--- config.mk ---
export PLATFORM = sky130hd
export DESIGN_NAME = gain_serial_seq
export DESIGN_NICKNAME = d
export VERILOG_FILES = /design/src/rtl/gsq_pkg.sv /design/src/rtl/gsq_regs.sv /design/src/rtl/gsq_stable.sv /design/src/rtl/gsq_shifter.sv /design/src/rtl/gain_serial_seq.sv
export SDC_FILE = /design/constraint.sdc
export NUM_CORES = 1
export LEC_CHECK = 0
export ABC_AREA = 0
export CORE_ASPECT_RATIO = 0.7
export CORE_MARGIN = 5
export CORE_UTILIZATION = 63
export DETAILED_ROUTE_END_ITERATION = 7
export PLACE_DENSITY = 0.84
export SYNTH_ARGS = -nofsm -noshare
export SYNTH_HDL_FRONTEND = slang
export SYNTH_SLANG_ARGS = --single-unit
--- constraint.sdc ---
create_clock -name clk -period 7.8 [get_ports clk]
set_input_delay 0.78 -clock clk [delete_from_list [all_inputs] [get_ports clk]]
set_output_delay 0.78 -clock clk [all_outputs]
set_load 0.05 [all_outputs]
--- src/rtl/gsq_pkg.sv ---
// Shared types for the serial gain-control sequencer.
// Assumes: nothing beyond standard SystemVerilog.
package gsq_pkg;
    typedef enum logic [2:0] {
        SH_IDLE,
        SH_SETUP,
        SH_HIGH,
        SH_LOW,
        SH_HOLD
    } sh_state_t;
endpackage

--- src/rtl/gsq_regs.sv ---
// Gain register file, control register and profile resolution.
// Holds one gain setting per profile and the profile-select bits, handles the
// software reset, synchronises the profile pin and presents the gain of the
// active profile. Assumes wr_* are synchronous to clk.
module gsq_regs #(
    parameter int GAIN_W    = 8,
    parameter int ADDR_W    = 8,
    parameter int PROF_N    = 4,
    parameter int GAIN_BASE = 'h13,
    parameter int GAIN_STEP = 4,
    parameter int CTRL_ADDR = 'h00,
    parameter int SWRST_BIT = 5
) (
    input  logic              clk,
    input  logic              rst_n,
    input  logic              wr_en,
    input  logic [ADDR_W-1:0] wr_addr,
    input  logic [GAIN_W-1:0] wr_data,
    input  logic              prof_pin,
    output logic [GAIN_W-1:0] target
);
    localparam int PROF_W = $clog2(PROF_N);

    logic [1:0]        pin_sync;
    logic [PROF_W-1:0] sel_q;
    logic [PROF_W-1:0] act_idx;
    logic              ctrl_wr;
    logic              sw_rst;
    logic [GAIN_W-1:0] gain_q [PROF_N];

    assign ctrl_wr = wr_en && (wr_addr == ADDR_W'(CTRL_ADDR));
    assign sw_rst  = ctrl_wr && wr_data[SWRST_BIT];

    // Two-flop synchroniser for the asynchronous profile pin.
    always_ff @(posedge clk) begin
        if (!rst_n) pin_sync <= '0;
        else        pin_sync <= {pin_sync[0], prof_pin};
    end

    // Profile-select bits: loaded by a control write, cleared by software reset.
    always_ff @(posedge clk) begin
        if (!rst_n)       sel_q <= '0;
        else if (sw_rst)  sel_q <= '0;
        else if (ctrl_wr) sel_q <= wr_data[PROF_W-1:0];
    end

    // One gain setting per profile, each decoded at its own address.
    for (genvar g = 0; g < PROF_N; g++) begin : g_gain
        always_ff @(posedge clk) begin
            if (!rst_n)      gain_q[g] <= '0;
            else if (sw_rst) gain_q[g] <= '0;
            else if (wr_en && wr_addr == ADDR_W'(GAIN_BASE + g*GAIN_STEP))
                gain_q[g] <= wr_data;
        end
    end

    // Active profile from the select bits with the pin folded into bit 0.
    always_comb begin
        act_idx    = sel_q;
        act_idx[0] = sel_q[0] ^ pin_sync[1];
        target     = gain_q[act_idx];
    end

    // A software reset leaves the active gain and the select bits at zero.
    assert_swreset_clears_R2: assert property (@(posedge clk) disable iff (!rst_n)
        sw_rst |=> (sel_q == '0) && (gain_q[0] == '0) && (gain_q[PROF_N-1] == '0));
endmodule

--- src/rtl/gsq_stable.sv ---
// Stability detector and update decision.
// Restarts a quiet-period counter whenever the active gain changes. Once the
// value has held for STABLE_CYC cycles and differs from the value last sent
// (or a hardware-reset frame is owed), it issues a one-cycle start. While a
// frame runs, the counter is held, so a later change gets a full new wait.
module gsq_stable #(
    parameter int GAIN_W     = 8,
    parameter int STABLE_CYC = 56
) (
    input  logic              clk,
    input  logic              rst_n,
    input  logic [GAIN_W-1:0] target,
    input  logic              busy,
    output logic              start
);
    localparam int CNT_W = $clog2(STABLE_CYC + 1);
    localparam logic [CNT_W-1:0] LAST = CNT_W'(STABLE_CYC - 1);

    logic [GAIN_W-1:0] target_q;
    logic [GAIN_W-1:0] sent_q;
    logic [CNT_W-1:0]  cnt;
    logic              force_q;

    assign start = !busy && (cnt == LAST) && (target == target_q)
                   && ((target != sent_q) || force_q);

    // Quiet-period counter, last-sent value and owed reset frame.
    always_ff @(posedge clk) begin
        if (!rst_n) begin
            target_q <= '0;
            sent_q   <= '0;
            cnt      <= '0;
            force_q  <= 1'b1;
        end else if (busy || start) begin
            cnt      <= '0;
            target_q <= target;
            if (start) begin
                sent_q  <= target;
                force_q <= 1'b0;
            end
        end else if (target != target_q) begin
            cnt      <= '0;
            target_q <= target;
        end else if (cnt != LAST) begin
            cnt <= cnt + 1'b1;
        end
    end

    // A start never coincides with a gain change in the same cycle.
    assert_start_on_settled_R6: assert property (@(posedge clk) disable iff (!rst_n)
        start |=> $past(target) == target_q);
endmodule

--- src/rtl/gsq_shifter.sv ---
// Serial frame generator.
// On start, drops the enable, waits the setup time, then shifts GAIN_W bits
// MSB first with fixed high/low half-periods, holds, and releases the enable.
// Assumes start is only raised while busy is low.
module gsq_shifter
    import gsq_pkg::*;
#(
    parameter int GAIN_W    = 8,
    parameter int SETUP_CYC = 8,
    parameter int HALF_CYC  = 4,
    parameter int HOLD_CYC  = 8
) (
    input  logic              clk,
    input  logic              rst_n,
    input  logic              start,
    input  logic [GAIN_W-1:0] value,
    output logic              busy,
    output logic              ser_en_n,
    output logic              ser_clk,
    output logic              ser_data
);
    localparam int MAXC  = (SETUP_CYC > HOLD_CYC) ?
                           ((SETUP_CYC > HALF_CYC) ? SETUP_CYC : HALF_CYC) :
                           ((HOLD_CYC > HALF_CYC) ? HOLD_CYC : HALF_CYC);
    localparam int CNT_W = $clog2(MAXC + 1);
    localparam int BIT_W = $clog2(GAIN_W);

    sh_state_t         state;
    logic [CNT_W-1:0]  cnt;
    logic [BIT_W-1:0]  bit_idx;
    logic [GAIN_W-1:0] sh;

    // Frame sequencing: setup, high/low per bit, hold, back to idle.
    always_ff @(posedge clk) begin
        if (!rst_n) begin
            state   <= SH_IDLE;
            cnt     <= '0;
            bit_idx <= '0;
            sh      <= '0;
        end else begin
            case (state)
                SH_IDLE: if (start) begin
                    state   <= SH_SETUP;
                    sh      <= value;
                    cnt     <= '0;
                    bit_idx <= '0;
                end
                SH_SETUP: if (cnt == CNT_W'(SETUP_CYC - 1)) begin
                    state <= SH_HIGH;
                    cnt   <= '0;
                end else cnt <= cnt + 1'b1;
                SH_HIGH: if (cnt == CNT_W'(HALF_CYC - 1)) begin
                    cnt <= '0;
                    if (bit_idx == BIT_W'(GAIN_W - 1)) state <= SH_HOLD;
                    else begin
                        state   <= SH_LOW;
                        sh      <= sh << 1;
                        bit_idx <= bit_idx + 1'b1;
                    end
                end else cnt <= cnt + 1'b1;
                SH_LOW: if (cnt == CNT_W'(HALF_CYC - 1)) begin
                    state <= SH_HIGH;
                    cnt   <= '0;
                end else cnt <= cnt + 1'b1;
                SH_HOLD: if (cnt == CNT_W'(HOLD_CYC - 1)) begin
                    state <= SH_IDLE;
                    cnt   <= '0;
                end else cnt <= cnt + 1'b1;
                default: state <= SH_IDLE;
            endcase
        end
    end

    // Line decode from the registered state.
    always_comb begin
        busy     = (state != SH_IDLE);
        ser_en_n = !busy;
        ser_clk  = (state == SH_HIGH);
        ser_data = busy && sh[GAIN_W-1];
    end

    // The serial clock only pulses inside a frame.
    assert_clk_inside_frame_R8: assert property (@(posedge clk) disable iff (!rst_n)
        ser_clk |-> !ser_en_n);
    // Data holds while the serial clock is high.
    assert_data_steady_high_R8: assert property (@(posedge clk) disable iff (!rst_n)
        (ser_clk && $past(ser_clk)) |-> $stable(ser_data));
    // A frame only ends through the hold phase.
    assert_no_abort_R7: assert property (@(posedge clk) disable iff (!rst_n)
        (state != SH_IDLE && state != SH_HOLD) |=> (state != SH_IDLE));
endmodule

--- src/rtl/gain_serial_seq.sv ---
// Top level of the serial gain-control update sequencer.
// Connects the register file, the stability detector and the frame generator.
// Assumes a single clock domain; only prof_pin is asynchronous.
module gain_serial_seq #(
    parameter int GAIN_W     = 8,
    parameter int ADDR_W     = 8,
    parameter int STABLE_CYC = 56,
    parameter int SETUP_CYC  = 8,
    parameter int HALF_CYC   = 4,
    parameter int HOLD_CYC   = 8
) (
    input  logic              clk,
    input  logic              rst_n,
    input  logic              wr_en,
    input  logic [ADDR_W-1:0] wr_addr,
    input  logic [GAIN_W-1:0] wr_data,
    input  logic              prof_pin,
    output logic              ser_en_n,
    output logic              ser_clk,
    output logic              ser_data
);
    logic [GAIN_W-1:0] target;
    logic              start;
    logic              busy;

    gsq_regs #(.GAIN_W(GAIN_W), .ADDR_W(ADDR_W)) u_regs (
        .clk(clk), .rst_n(rst_n), .wr_en(wr_en), .wr_addr(wr_addr),
        .wr_data(wr_data), .prof_pin(prof_pin), .target(target));

    gsq_stable #(.GAIN_W(GAIN_W), .STABLE_CYC(STABLE_CYC)) u_stable (
        .clk(clk), .rst_n(rst_n), .target(target), .busy(busy), .start(start));

    gsq_shifter #(.GAIN_W(GAIN_W), .SETUP_CYC(SETUP_CYC), .HALF_CYC(HALF_CYC),
                  .HOLD_CYC(HOLD_CYC)) u_shift (
        .clk(clk), .rst_n(rst_n), .start(start), .value(target), .busy(busy),
        .ser_en_n(ser_en_n), .ser_clk(ser_clk), .ser_data(ser_data));

    // A start is only issued while no frame is on the wire.
    assert_no_start_in_frame_R7: assert property (@(posedge clk) disable iff (!rst_n)
        start |-> ser_en_n);
    // Every start opens a frame on the next cycle.
    assert_start_opens_frame_R8: assert property (@(posedge clk) disable iff (!rst_n)
        start |=> !ser_en_n);
endmodule

==> flow_summary_export.csv <==
group,metric,value,unit
detailed_routing,drcViolationCount,0,
timing,fin_crit_sh,0.483,
run_status,status,"completed",
synth,synth_edf_count,32,
timing,finalClockSkew,9.64,ps
setup_path,crit_fanout,14,
layout,fin_nets,372,
power_and_ir_drop,power_per_cell_area,186,nW/um^2
global_route,grt_antenna_before_repair,0,
synth,netlist_area,3580,sq um
clock_network,htree_levels,3,
timing,fin_crit,3770,ps
job,max-cap-violations,0,
power_and_ir_drop,p_total,0.747,mW
synth,syn_nets,349,
detailed_routing,num_vias,2458,
global_route,grt_pass1_wl,12300,um
global_route,grt_usage,0.223,
clock_network,cts_tree,"built",
power_and_ir_drop,p_leak,1.59,nW
synth,synth_top_area_frac,0.268,
setup_path,critPathRequiredTime,7020,ps
die,fp-row-count,23,
timing,final_max_slew_viol_count,0,
detailed_routing,ant_nets,0,
setup_path,crit_type,"reg -> out",
global_route,grt_pass1_vias,2424,
clock_network,cts.sink_count,77,
setup_path,cp-end-kind,"output pin",
clock_network,cts-root-buf,"clkbuf_8",
placed_design,dp_hpwl,5340,um
layout,drive_gt1_frac,0.0793,
timing,slew_headroom,0.183,
die,io-pin-count,23,
detailed_routing,routed_wl,7270,um
die,start_util,0.639,
setup_path,cp_data_arrival_time,2990,ps
layout,antenna_cells,0,
timing,rsz0062_at_grt,"false",
synth,ys_top_cells_by_count,"45 x dfxtp_1, 42 x nand2_1, 34 x and2_1",
synth,yosys_warnings,0,
placed_design,port_buffers,22,
die,core-area,5610,sq um
placed_design,placed_area,3850,sq um
die,dieArea,7320,sq um
clock_network,numCtsBuffers,9,
synth,syn_avg_cell_area,11.0,sq um
clock_network,cts-hold-fix-buffers,0,
clock_network,clk_pin_slew,70,ps
synth,yosysTopAreaCell,"edfxtp_1",
synth,synth_top_flop_cell,"dfxtp_1",
timing,finalHoldViolCount,0,
placed_design,gp_congestion,0.823,
setup_path,cp-start-kind,"register",
synth,synthArstFlopShare,0,
power_and_ir_drop,vdd_ir_drop_max,0.0950,mV
clock_network,clock_latency,350,ps
timing,finalSetupTns,0,ps
setup_path,r2r_slack,4350,ps
detailed_routing,drt_first_pass_iters,4,
detailed_routing,post_drt_wl_per_cell,17.0,um
timing,worstMarginPinSlew,1220,ps
timing,max_clock_freq,266,MHz
synth,synth_cells,325,
synth,synth_seq_cells,77,
global_route,grt_start_max_net_pins,49,
worst_hold_path,hp-class,"reg -> reg",
layout,utilization,0.716,
layout,syn_to_final_growth,12.1,%
die,die_h,73.1,um
layout,finalInstanceArea,4020,sq um
synth,synth_area_leaders,"edfxtp_1 27%, dfxtp_1 25%, and2_1 5.9%",
global_route,grt_overflow_total,0,
detailed_routing,drt_iter0_drc,239,
clock_network,post_cts_buffers,0,
synth,synth_cell_types,45,
clock_network,clock_path_buffers,2,
synth,seq_area_frac_synth,0.520,
synth,synth.most_common_cell,"dfxtp_1",
detailed_routing,avgViaCountPerCell,5.74,
timing,setup_viol,0,
clock_network,post_cts_resized,0,
die,die_w,100,um
[critical path: stages (launching register included)]
cell,delay (ps)
dfxtp_1,470
nor2b_1,220
nor2b_1,970
clkdlybuf4s50_1,980
[cell usage in the layout (no fill, tap or decap), types with 10 or more instances in the layout]
master           count
dfxtp_1             45
nand2_1             42
and2_1              34
edfxtp_1            32
clkdlybuf4s50_1     22
mux2i_1             21
xnor2_1             15
nor2_1              14
nor3_1              13
nand3_1             13
clkbuf_8            10
[metrics by stage]
| step | setup WS, ps | hold WS, ps | std cells |
|---|---|---|---|
| after detailed placement | 4330 | 424 | 412 |
| after global placement | 4400 | 428 | 412 |
| after floorplan | 4650 | 412 | 325 |
| final | 4030 | 439 | 428 |
| after global routing | 3880 | 476 | 428 |
| after CTS | 4030 | 442 | 428 |
[worst paths after layout]
path,from,end,depth (start not counted)
min reg2reg,u_regs.pin_sync[0],u_regs.pin_sync[1],1
min,u_regs.pin_sync[0],u_regs.pin_sync[1],1
max,u_shift.state[1],ser_clk,3
max reg2reg,u_regs.sel_q[0],u_shift.sh[2],7
[report_power, final]
part	internal (mW)	total (mW)	switching, mW
logic	0.0245	0.0535	0.0290
clock network	0.124	0.258	0.134
registers	0.430	0.435	0.00504
[layer usage]
layer	vias to the layer above	global-route usage	wire, um
met5	-	0	0
met2	74	0.321	3090
li1	1194	-	-
met3	15	0.0755	576
met4	0	0.0987	155
met1	1175	0.307	3450
[logic make-up (layout without fill, tap and decap cells)]
| logic type | count (synthesis) | after routing | share of synthesized area |
|---|---|---|---|
| buffers and inverters | 20 | 48 | 0.0234 |
| DFF | 77 | 77 | 0.520 |
| adders and majority gates | 4 | 4 | 0.0140 |
| AOI/OAI and AO/OA | 22 | 22 | 0.0405 |
| xor gates and xnor gates | 21 | 21 | 0.0555 |
| muxes | 36 | 36 | 0.131 |
| and+or+nand+nor | 145 | 145 | 0.216 |
[final cells by class]
type,instances,area [sq um]
Tap cell,75,93.8
Inverter,9,33.8
Multi-Input combinational cell,228,1640
Timing Repair Buffer,23,228
Clock buffer,14,153
Sequential cell,77,1860
Clock inverter,2,10.0
Fill cell,404,1590
[flip-flops by register name, indices dropped and copies added, names as in the netlist]
signal	cells
u_stable.cnt	6
u_shift.sh	8
u_regs.sel_q	2
u_regs.pin_sync	2
u_stable.force_q	1
u_stable.sent_q	8
u_stable.target_q	8
u_shift.cnt	4
u_regs.gain_q	32
u_shift.bit_idx	3
u_shift.state	3
(Power assumes the default switching activity.)
